===== src/rtl/otp_rom_pkg.sv =====
package otp_rom_pkg;

    localparam int unsigned BYTE_W = 8;
    localparam logic [BYTE_W-1:0] CONT_CODE = 8'h7F;

    typedef enum logic [2:0] {
        MD_STANDBY,
        MD_OUT_OFF,
        MD_READ,
        MD_IDENT,
        MD_PROGRAM,
        MD_INHIBIT
    } otp_mode_e;

    typedef struct packed {
        logic              drive;
        logic [BYTE_W-1:0] data;
    } bus_word_t;

    function automatic logic odd_par(input logic [BYTE_W-1:0] b);
        return ^b;
    endfunction

    function automatic logic [BYTE_W-1:0] id_pick(
        input logic              a1,
        input logic              a0,
        input logic [BYTE_W-1:0] mfr,
        input logic [BYTE_W-1:0] dev
    );
        if (a1) return CONT_CODE;
        return a0 ? dev : mfr;
    endfunction

endpackage


===== src/rtl/otp_mode_decode.sv =====
module otp_mode_decode
    import otp_rom_pkg::*;
#(
    parameter int unsigned AW = 6
) (
    input  logic          ce_n,
    input  logic          oe_n,
    input  logic          id_hv,
    input  logic          vpp_hv,
    input  logic [AW-1:0] addr,
    output otp_mode_e     mode
);
    logic upper_clear;

    assign upper_clear = (addr[AW-1:2] == '0);

    always_comb begin
        if (vpp_hv)
            mode = ce_n ? MD_INHIBIT : MD_PROGRAM;
        else if (ce_n)
            mode = MD_STANDBY;
        else if (oe_n)
            mode = MD_OUT_OFF;
        else if (id_hv)
            mode = upper_clear ? MD_IDENT : MD_OUT_OFF;
        else
            mode = MD_READ;
    end
endmodule


===== src/rtl/otp_cell_array.sv =====
module otp_cell_array
    import otp_rom_pkg::*;
#(
    parameter int unsigned AW = 6
) (
    input  logic              clk,
    input  logic              rst,
    input  logic              wr_en,
    input  logic [AW-1:0]     addr,
    input  logic [BYTE_W-1:0] din,
    output logic [BYTE_W-1:0] rd_data
);
    localparam int unsigned DEPTH = 1 << AW;

    logic [DEPTH-1:0][BYTE_W-1:0] mem;

    always_ff @(posedge clk) begin
        if (rst)
            mem <= '1;
        else if (wr_en)
            mem[addr] <= mem[addr] & din;
    end

    assign rd_data = mem[addr];

    // no stored bit ever goes from zero to one outside reset
    a_r9_clear_only: assert property (@(posedge clk) disable iff (rst)
        1'b1 |=> ((mem & ~$past(mem)) == '0));

    // without a write strobe the array holds its contents
    a_r10_hold: assert property (@(posedge clk) disable iff (rst)
        !wr_en |=> $stable(mem));
endmodule


===== src/rtl/otp_bus_drive.sv =====
module otp_bus_drive
    import otp_rom_pkg::*;
(
    input  logic              clk,
    input  logic              rst,
    input  otp_mode_e         mode,
    input  logic [BYTE_W-1:0] rd_data,
    input  logic [BYTE_W-1:0] id_byte,
    output logic [BYTE_W-1:0] dq_out,
    output logic              dq_oe
);
    bus_word_t nxt, cur;

    always_comb begin
        nxt = '0;
        case (mode)
            MD_READ:  nxt = '{drive: 1'b1, data: rd_data};
            MD_IDENT: nxt = '{drive: 1'b1, data: id_byte};
            default:  nxt = '0;
        endcase
    end

    always_ff @(posedge clk) begin
        if (rst) cur <= '0;
        else     cur <= nxt;
    end

    assign dq_out = cur.data;
    assign dq_oe  = cur.drive;

    // identifier bytes on the bus carry odd parity
    a_r7_id_parity: assert property (@(posedge clk) disable iff (rst)
        ($past(mode) == MD_IDENT) |-> (dq_oe && odd_par(dq_out)));

    // a released bus shows zero data
    a_r3_idle_zero: assert property (@(posedge clk) disable iff (rst)
        !dq_oe |-> (dq_out == '0));
endmodule


===== src/rtl/otp_rom_ctrl.sv =====
module otp_rom_ctrl
    import otp_rom_pkg::*;
#(
    parameter int unsigned       AW       = 6,
    parameter logic [BYTE_W-1:0] MFR_CODE = 8'h13,
    parameter logic [BYTE_W-1:0] DEV_CODE = 8'hA8
) (
    input  logic              clk,
    input  logic              rst,
    input  logic [AW-1:0]     addr,
    input  logic              ce_n,
    input  logic              oe_n,
    input  logic              id_hv,
    input  logic              vpp_hv,
    input  logic [BYTE_W-1:0] dq_in,
    output logic [BYTE_W-1:0] dq_out,
    output logic              dq_oe
);
    otp_mode_e         mode;
    logic [BYTE_W-1:0] rd_data;
    logic [BYTE_W-1:0] id_byte;
    logic              wr_en;

    otp_mode_decode #(.AW(AW)) u_dec (
        .ce_n   (ce_n),
        .oe_n   (oe_n),
        .id_hv  (id_hv),
        .vpp_hv (vpp_hv),
        .addr   (addr),
        .mode   (mode)
    );

    assign wr_en   = (mode == MD_PROGRAM);
    assign id_byte = id_pick(addr[1], addr[0], MFR_CODE, DEV_CODE);

    otp_cell_array #(.AW(AW)) u_arr (
        .clk     (clk),
        .rst     (rst),
        .wr_en   (wr_en),
        .addr    (addr),
        .din     (dq_in),
        .rd_data (rd_data)
    );

    otp_bus_drive u_bus (
        .clk     (clk),
        .rst     (rst),
        .mode    (mode),
        .rd_data (rd_data),
        .id_byte (id_byte),
        .dq_out  (dq_out),
        .dq_oe   (dq_oe)
    );

    // code parameters must have odd parity
    initial begin
        a_r7_code_parity: assert (odd_par(MFR_CODE) && odd_par(DEV_CODE))
            else $error("identifier code parameters lack odd parity");
    end

    // the bus is only driven after both enables were low with no programming flag
    a_r1_drive_cause: assert property (@(posedge clk) disable iff (rst)
        dq_oe |-> $past(!ce_n && !oe_n && !vpp_hv));

    // deselect without programming releases the bus
    a_r2_standby: assert property (@(posedge clk) disable iff (rst)
        (ce_n && !vpp_hv) |=> !dq_oe);

    // programming or inhibit keeps the bus released
    a_r8_prog_quiet: assert property (@(posedge clk) disable iff (rst)
        vpp_hv |=> !dq_oe);
endmodule


===== config.mk =====
export PLATFORM = sky130hd
export DESIGN_NAME = otp_rom_ctrl
export DESIGN_NICKNAME = d
export VERILOG_FILES = /design/src/rtl/otp_rom_pkg.sv /design/src/rtl/otp_mode_decode.sv /design/src/rtl/otp_cell_array.sv /design/src/rtl/otp_bus_drive.sv /design/src/rtl/otp_rom_ctrl.sv
export SDC_FILE = /design/constraint.sdc
export NUM_CORES = 1
export LEC_CHECK = 0
export BUFFER_PORTS_ARGS = -buffer_cell sky130_fd_sc_hd__buf_2
export CAP_MARGIN = 20
export CORE_MARGIN = 2
export CORE_UTILIZATION = 44
export CTS_CLUSTER_DIAMETER = 50
export DETAILED_ROUTE_END_ITERATION = 8
export PLACE_DENSITY = 0.56
export SYNTH_ARGS = -nofsm -noshare
export SYNTH_HDL_FRONTEND = slang
export SYNTH_SLANG_ARGS = --single-unit
export TNS_END_PERCENT = 5

===== constraint.sdc =====
create_clock -name clk -period 2.6 [get_ports clk]
set_clock_uncertainty 0.1 [all_clocks]
set_input_delay 0.13 -clock clk [delete_from_list [all_inputs] [get_ports clk]]
set_output_delay 0.13 -clock clk [all_outputs]
set_load 0.02 [all_outputs]

==> qor.csv, run 1 <==
metric,value,unit
I/O Buffers,28,
Power Density,678,mW/mm2
TritonRoute pass-1 iters,5,
GPL Wtd Cong,0.901,
"Min Clock Period, post-route",2560,ps
kind of critical path,in2reg,
Post-synth ARST share,0,%
grt met2 use,42.6,%
Most Crowded Layer GR,met2,
H-tree depth,2,
Post-DP HPWL,48.6,mm
status,"finished, final reports clean",
P_leak,9.54,nW
peak supply drop,529,uV
HP Class,in2reg,
met1 usage,37.8,%
ANT cells,0,
first-pass GRT wire length,110,mm
TritonCTS sink count,521,
clk buf depth,3,
finished layout cell area,0.0268,mm2
maxcap violations,0,
placed inst area,0.0245,mm2
initial antenna violation count,0,
Post-Syn Area,0.0225,mm2
WP buf/inv,4,
Worst Hold Depth,6,
"Net Count, Synth",2493,
Syn Area/Cell,9.12,um2
starting density of the core,44.7,%
"Top FF cell, synth",dfxtp_1,
post-route clock period utilization,98.6,%
Core Footprint,0.0504,mm2
Hold Slack,162,ps
Worst-Skew Late Latency,630,ps
total track usage,26.6,%
f_max,390,MHz
CTS tree,done,
Pins Over Slew Limit,0,
DRC viols,0,
row count,82,
DR iter-0 viols,1985,
most frequent cells in the layout,"521 x dfxtp_1, 486 x a21oi_1, 328 x o21ai_0, 191 x buf_4, 174 x nand2_1",
CP max-delay cell,dlygate4sd3_1,
Routed WL,72.3,mm
"FF+latch count, synth",521,
crit path cell chain,"buf_2, and3_1, buf_4, nand3_1, nand4_1, buf_4, a211oi_1, a211oi_1, dlygate4sd3_1",
DIE WIDTH,230,um
"EDFF count, synth",0,
"leading cell type in the layout, fill and taps excluded",dfxtp_1,
"Setup violations, final",0,
CP arrival,3010,ps
wire length per cell,22.2,um
"Largest delay share family, worst path",buffers and inverters,
share of cells above drive strength 1,19.8,%
slew margin rel.,49.5,%
DR vias,19600,
"Req. time, crit path",3050,ps
vias in the first global route,18600,
total grt overflow,0,
number of top-level pins,29,
met3 Resource Use GR,3.10,%
die area,0.0531,mm2
final core occ,53.2,%
Cell variety after synth,59,
Area Growth Syn to Fin,18.9,%
worst reg-to-reg path cell count,7,
root buffer cell,clkbuf_16,
Tot Pwr,0.0182,W
crit path launch type,input port,
Crit Reg-Reg Startpoint,u_arr.mem[315],
Layout Nets,2559,
"Warnings, synthesis",0,
Hold Fails Final Rpt,0,
"critical path fanouts, max",29,
hold wc startpoint,addr[0],
Crit. End Element,register,
largest net degree at the start of global routing,159,
"slowest stage delay, CP",650,ps
sequential fraction of the synthesis area,46.3,%
unrepaired setup endpoints after global routing,false,
"antenna viol nets, final",0,
Worst-path clk slew,60,ps
Levels on crit path,9,
cts bufs inserted,60,
via density per instance,6.00,
Worst-Margin Slew,758,ps
Vert. Die Dim,230,um
Post-Syn Instances,2473,
TNS Setup,0,ps
Setup crit start,addr[3],
-- metrics by stage --
stage	worst slack, ps	cells
final	36.0	3262
after detailed placement	-283	3132
after floorplan	216	2473
after global routing	7.01	3262
after CTS	41.0	3259
after global placement	-205	3132
-- layer usage --
layer / share of wire (%) / vias to the layer above / routed length [um]
met5: 0 / - / 0
met4: 2.6 / 0 / 1870
met3: 6.0 / 119 / 4370
met2: 46 / 675 / 33200
met1: 45 / 9592 / 32900
li1: - / 9199 / -
-- flip-flops by register name, indices dropped and copies added (netlist names) --
signal and cells:
u_arr.mem 512, u_bus.dq_out 8, u_bus.dq_oe 1
-- final timing paths --
path | slack [ps] | endpoint
max | 40 | u_bus.dq_out[7]
min | 160 | u_arr.mem[191]
max reg2reg | 70 | u_arr.mem[67]
min reg2reg | 360 | u_arr.mem[181]
-- worst register-to-register path: cells and delay by family (launching register included) --
kind,cells,cell delay (ps)
and+or+nand+nor,2,400
muxes,1,480
buffers and inverters,1,240
DFF,1,320
AOI/OAI and AO/OA,3,820
-- what timing repair did --
| item | in CTS | in global routing |
|---|---|---|
| gates resized for setup | 0 | 3 |
| hold buffers | 14 | 0 |
| setup buffers | 0 | 3 |
| setup endpoints to repair | 0 | 50 |
| endpoints found under the hold margin | 323 | 0 |
-- area by class of cell --
type	instances	area, um2
fillers	4651	23600
repair buffers	275	2580
well taps	672	841
inverters	3	11.3
clock inverters	31	327
clock buffers	82	1750
multi-input cells	1678	10900
flip-flops and latches	521	10400
-- power breakdown --
group	internal [W]	switching, W
clock network	0.00515	0.00354
registers	0.00802	0.0000180
logic	0.000494	0.000947
total	0.0137	0.00450
-- cell families after synthesis --
kind of cell	after synthesis	synth area share (%)
buf+inv	274	5.88
mux	208	12.1
simple gates	447	9.65
compound gates	1023	26.1
flops	521	46.3
-- Yosys cell counts (4+ instances only) --
cell	n	area, um2
buf_6	15	169
clkbuf_1	165	619
nand2b_1	5	31.3
mux4_2	52	1170
a21oi_1	487	2440
nor2b_1	7	43.8
nand2_1	174	653
and3_1	38	238
buf_2	42	210
a22oi_1	72	541
mux2i_1	155	1550
o21ai_2	65	569
buf_4	19	143
o21ai_0	328	1640
nor3_1	4	20.0
nand3_1	93	465
buf_1	26	97.6
a221o_1	34	340
nor3b_1	6	45.0
nor2_1	45	169
o22ai_1	9	56.3
dfxtp_1	521	10400
nand4_1	49	307
Power figures use the tool's default switching activity.
==> run 2, diff against run 1 <==
- CTS_BUF_LIST: default -> sky130_fd_sc_hd__clkbuf_2
==> run 2 against run 1 <==
Via count up 3.6%. Critical path depth down 1. Die area unchanged. Global-route usage up 1.2 points. Sequential share of layout area up 0.51 points. Final cell count up 5.1%. Largest cell class unchanged. Highest routed layer unchanged.
==> qor.csv, run 2 (synthesized netlist as in run 1, its figures left out) <==
metric,value,unit,change
status,"finished, final reports clean",,
kind of critical path,reg2reg,,
"critical path fanouts, max",13,,-55%
Setup crit start,u_arr.mem[152],,
Crit. End Element,register,,
DR iter-0 viols,2067,,+4.1%
Core Footprint,0.0504,mm2,unchanged
hold wc startpoint,addr[0],,
starting density of the core,44.7,%,unchanged
final core occ,52.5,%,-0.69 points
DR vias,20300,,+3.6%
number of top-level pins,29,,unchanged
Largest Register,u_arr.mem,,
f_max,395,MHz,+1.4%
clk buf depth,3,,unchanged
Area Growth Syn to Fin,17.4,%,
row count,82,,unchanged
CTS tree,done,,
Hold Fails Final Rpt,0,,unchanged
die area,0.0531,mm2,unchanged
root buffer cell,clkbuf_2,,
postcts setup bufs,0,,unchanged
Worst-Skew Late Latency,1390,ps,+760 ps
Vert. Die Dim,230,um,unchanged
TritonCTS sink count,521,,unchanged
post-place setup slack,-283,ps,unchanged
Layout Nets,2679,,+4.7%
cts bufs inserted,138,,+130%
Worst-path clk slew,100,ps,+40 ps
most frequent cells in the layout,"521 x dfxtp_1, 486 x a21oi_1, 328 x o21ai_0, 200 x clkbuf_2, 189 x buf_4",,
DIE WIDTH,230,um,unchanged
"Largest delay share family, worst path",compound AO/OA/AOI/OAI gates,,
post-route clock period utilization,97.3,%,-1.3 points
DRC viols,0,,unchanged
largest net degree at the start of global routing,159,,unchanged
total track usage,27.9,%,+1.2 points
first-pass GRT wire length,114,mm,+3.2%
share of cells above drive strength 1,22.5,%,+2.8 points
Final WS setup,71.1,ps,+35.0 ps
Finished Layout Cells,3427,,+5.1%
peak supply drop,334,uV,-37%
wire length per cell,21.8,um,-1.9%
WP buf/inv,2,,-2
GPL Wtd Cong,0.901,,unchanged
CP arrival,3620,ps,+610 ps
"Min Clock Period, post-route",2530,ps,-35.0 ps
"Top cell by count, worst path",buf_12,,
"antenna viol nets, final",0,,unchanged
via density per instance,5.92,,-1.4%
initial antenna violation count,2,,+2
vias in the first global route,19600,,+5.6%
TritonRoute pass-1 iters,5,,unchanged
HP Class,in2reg,,
dpl cells,3132,,unchanged
Routed WL,74.5,mm,+3.1%
Worst-Margin Slew,992,ps,+234 ps
P_leak,9.70,nW,+1.6%
"Req. time, crit path",3690,ps,+640 ps
maxcap violations,0,,unchanged
"Setup violations, final",0,,unchanged
slew margin rel.,33.8,%,-16 points
Power Density,583,mW/mm2,-14%
"slowest stage delay, CP",520,ps,-130 ps
"leading cell type in the layout, fill and taps excluded",dfxtp_1,,
I/O Buffers,28,,unchanged
max reg flops,512,,unchanged
crit path launch type,register,,
H-tree depth,4,,+2
CP max-delay cell,mux4_2,,
crit path cell chain,"mux4_2, a22o_1, a2111oi_4, a21oi_2, o31ai_4, buf_12, buf_12, o21ai_2",,
total grt overflow,0,,unchanged
Pins Over Slew Limit,0,,unchanged
Post-DP HPWL,48.6,mm,unchanged
Crit Reg-Reg Startpoint,u_arr.mem[152],,
unrepaired setup endpoints after global routing,true,,
run 2: changes by cell type in the layout (fill, tap and decap cells not counted), sizes merged, moves of 4 or more:
cell | before | now
clkbuf | 82 | 200
clkinvlp | 5 | 1
dlygate4sd3 | 14 | 56
clkinv | 15 | 22
diode | 0 | 4
run 2: final timing paths:
kind,end,slack (ps),depth (start not counted)
worst min-delay path,u_arr.mem[5],110,8
worst min register to register,u_arr.mem[181],370,2
worst max-delay path,u_arr.mem[56],70,8
worst max register to register,u_arr.mem[56],70,8
run 2: power by group:
part	total [W]	switching, W	internal (W)
logic	0.00149	0.000962	0.000526
registers	0.00803	0.0000181	0.00801
clock network	0.00591	0.00347	0.00244
total	0.0154	0.00444	0.0110
run 2: metrics by stage:
| step | setup TNS (ps) | power, W | area [um2] | hold slack [ps] |
|---|---|---|---|---|
| 3_3_place_gp | -25110 | 0.00960 | 24500 | 342 |
| 3_5_place_dp | -32880 | 0.00961 | 24500 | 352 |
| 4_1_cts | 0 | 0.0156 | 26400 | 5.83 |
| 2_1_floorplan | 0 | 0.00899 | 22500 | 214 |
| 5_1_grt | -11.7 | 0.0161 | 26500 | 106 |
| 6_report | 0 | 0.0154 | 26500 | 109 |
run 2: worst min-delay path: cells and delay by family:
| family | cells | cell delay (ps) |
|---|---|---|
| AND/OR/NAND/NOR | 3 | 180 |
| buffers and inverters | 5 | 1240 |
run 2: final cells by class:
class / count / area, um2
diodes: 4 / 10.0
clock inverters: 32 / 244
well taps: 672 / 841
inverters: 3 / 11.3
repair buffers: 317 / 3030
fillers: 4776 / 23900
multi-input cells: 1678 / 10900
flip-flops and latches: 521 / 10400
clock buffers: 200 / 1000
run 2: per-layer routing:
metal	GRT usage, %	wire (um)	vias up
li1	-	-	9506
met1	37.6	33000	9883
met2	44.0	34100	761
met3	6.08	5400	138
met4	9.88	1970	0
met5	0	0	-
run 2: timing repair:
| action | 4_1_cts | 5_1_grt |
|---|---|---|
| hold buffers | 59 | 0 |
| endpoints found under the hold margin | 521 | 0 |
| setup endpoints to repair | 0 | 57 |
| resized for setup | 0 | 9 |
==> run 3, diff against run 2 <==
--- a/config.mk
+++ b/config.mk
@@ -10,3 +10,3 @@
 export CORE_MARGIN = 2
-export CORE_UTILIZATION = 44
+export CORE_UTILIZATION = 60
 export CTS_BUF_LIST = sky130_fd_sc_hd__clkbuf_2
@@ -14,3 +14,3 @@
 export DETAILED_ROUTE_END_ITERATION = 8
-export PLACE_DENSITY = 0.56
+export PLACE_DENSITY = 0.73
 export SYNTH_ARGS = -nofsm -noshare
==> constraint.sdc (replaced) <==
create_clock -name clk -period 2.6 [get_ports clk]
set_clock_uncertainty 0.1 [all_clocks]
set_input_delay 0.39 -clock clk [delete_from_list [all_inputs] [get_ports clk]]
set_output_delay 0.39 -clock clk [all_outputs]
set_load 0.02 [all_outputs]
==> run 3 against run 2 <==
The run now ends with negative setup slack left. Via count increased by 0.79%. First-iteration DRC count rose by 14%. Sequential share of layout area increased by 1.1 points. Register-to-register slack lost 80 ps. Non-clock buffer count down 18. Critical path type unchanged. Utilization up 18 points. Sequential cell count stayed put. Clock power fell by 7.1%. Die area is 26% lower. Maximum frequency shrank 3.1%. Hold slack gained 13 ps.
==> qor.csv, run 3 (synthesized netlist as in run 1, its figures left out) <==
metric,value,unit,change
status,finished with violations,,
failing checks,negative setup slack,,
Worst-Skew Late Latency,1090,ps,-300 ps
largest net degree at the start of global routing,238,,+50%
Power Density,579,mW/mm2,-0.66%
"critical path fanouts, max",32,,+19
Post-DP HPWL,44.4,mm,-8.7%
HP Class,in2reg,,
crit path launch type,register,,
unrepaired setup endpoints after global routing,false,,
share of cells above drive strength 1,22.8,%,+0.29 points
cts bufs inserted,134,,-2.9%
Final WS setup,-9.13,ps,-80.2 ps
Routed WL,67.6,mm,-9.2%
vias in the first global route,19900,,+1.5%
peak supply drop,359,uV,+7.7%
maxcap violations,0,,unchanged
crit path cell chain,"mux4_2, a22oi_1, o2111ai_1, o21ai_4, buf_12, o21ai_0",,
I/O Buffers,28,,unchanged
Largest Register,u_arr.mem,,
"antenna viol nets, final",0,,unchanged
final core occ,70.1,%,+18 points
WP buf/inv,1,,-1
Worst-Margin Slew,1200,ps,+207 ps
TNS Setup,-9.13,ps,-9.13 ps
kind of critical path,reg2reg,,
Fill cells,2888,,-40%
Net Switching,0.00419,W,-5.8%
number of top-level pins,29,,unchanged
total grt overflow,0,,unchanged
Seq pwr share,53.8,%,+1.8 points
GPL Wtd Cong,0.945,,+4.9%
H-tree depth,4,,unchanged
"Min Clock Period, post-route",2610,ps,+80.2 ps
most frequent cells in the layout,"521 x dfxtp_1, 487 x a21oi_1, 328 x o21ai_0, 207 x buf_4, 192 x clkbuf_2",,
Core Footprint,0.0368,mm2,-27%
clk buf depth,3,,unchanged
internal power,0.0107,W,-2.2%
clock power share,36.8,%,-1.5 points
"Largest delay share family, worst path",compound AO/OA/AOI/OAI gates,,
Area Growth Syn to Fin,14.3,%,
DR vias,20400,,+0.79%
"leading cell type in the layout, fill and taps excluded",dfxtp_1,,
placed inst area,0.0244,mm2,-0.72%
root buffer cell,clkbuf_2,,
slew margin rel.,20.1,%,-14 points
DR iter-0 viols,2351,,+14%
CP max-delay cell,mux4_2,,
die area,0.0391,mm2,-26%
row count,70,,-15%
"Req. time, crit path",3370,ps,-320 ps
CP arrival,3380,ps,-240 ps
Hold Fails Final Rpt,0,,unchanged
Layout Nets,2657,,-0.82%
post-route clock period utilization,100,%,+3.1 points
Vert. Die Dim,198,um,-14%
DRC viols,0,,unchanged
TritonRoute pass-1 iters,6,,+1
R2R Setup Slk,-9,ps,-80 ps
dpl cells,2944,,-6.0%
DIE WIDTH,198,um,-14%
Sw Share,28.1,%,-0.75 points
P_leak,9.51,nW,-2.0%
Comb pwr share,9.4,%,-0.2 points
first-pass GRT wire length,107,mm,-6.0%
"slowest stage delay, CP",450,ps,-70 ps
finished layout cell area,0.0258,mm2,-2.6%
f_max,383,MHz,-3.1%
"Setup violations, final",1,,+1
CTS tree,done,,
Worst-path clk slew,110,ps,about the same
Pins Over Slew Limit,0,,unchanged
wire length per cell,21.2,um,-2.3%
via density per instance,6.42,,+8.5%
TritonCTS sink count,521,,unchanged
starting density of the core,61.3,%,+17 points
max reg flops,512,,unchanged
Crit. End Element,register,,
Finished Layout Cells,3185,,-7.1%
initial antenna violation count,1,,-1
total track usage,34.8,%,+7.0 points
run 3: changes by cell type in the layout (fill, tap and decap cells not counted), sizes merged:
cell          delta
clkbuf           -8
dlygate4sd3     -32
diode            -3
buf             +16
inv              -1
clkinv           -7
dlymetal6s4s     -2
bufinv           -1
run 3: metrics by stage:
| stage | total power, W | setup slack (ps) | hold slack (ps) |
|---|---|---|---|
| floorplan | 0.00899 | 14.3 | 331 |
| global placement | 0.00953 | -530 | 342 |
| detailed placement | 0.00955 | -617 | 350 |
| CTS | 0.0150 | 77.2 | 28.2 |
| global route | 0.0155 | 6.17 | 38.2 |
| finish | 0.0149 | -9.13 | 122 |
run 3: worst reg2reg max path, cell delays in order, from the launching register on:
cell and delay [ps]:
dfxtp_1 340, mux4_2 450, a22oi_1 420, o2111ai_1 440, o21ai_4 340, buf_12 210
o21ai_0 150
run 3: metal layers:
metal  routed length (um)  up-vias  share of wire [%]  global-route usage (%)
li1                     -     9454                  -                       -
met1                27800     9831                 41                    45.5
met2                31600      999                 47                    56.0
met3                 5880      165                8.7                    7.17
met4                 2340        0                3.5                    15.2
met5                    0        -                  0                       0
run 3: worst paths after layout:
check,start,endpoint,cells after the start
setup / recovery,u_arr.mem[366],u_arr.mem[222],6
hold / removal,addr[0],u_arr.mem[295],6
setup reg to reg,u_arr.mem[366],u_arr.mem[222],6
hold reg to reg,u_arr.mem[274],u_arr.mem[274],2
run 3: repair_timing:
action | 4_1_cts | 5_1_grt
hold endpoints to repair | 490 | 0
resized for setup | 0 | 3
setup buffers | 1 | 0
hold buffers | 24 | 0
pin swaps | 1 | 0
endpoints found under the setup margin | 3 | 3
run 3: layout make-up:
class	count	area [um2]	area share (%)
antenna	1	2.50	0.00971
clock buffer	192	961	3.73
clock inverter	23	174	0.675
inverter	3	11.3	0.0437
multi-input combinational	1678	10900	42.1
sequential	521	10400	40.5
tap	468	586	2.27
timing repair buffer	299	2740	10.6
run 3: power by group through the flow:
stage	Clock, W	Combinational [W]	Sequential (W)
detailed placement	0	0.00134	0.00821
floorplan	0	0.000783	0.00821
finish	0.00549	0.00141	0.00803
global route	0.00600	0.00147	0.00803
global placement	0	0.00132	0.00821
CTS	0.00557	0.00137	0.00803
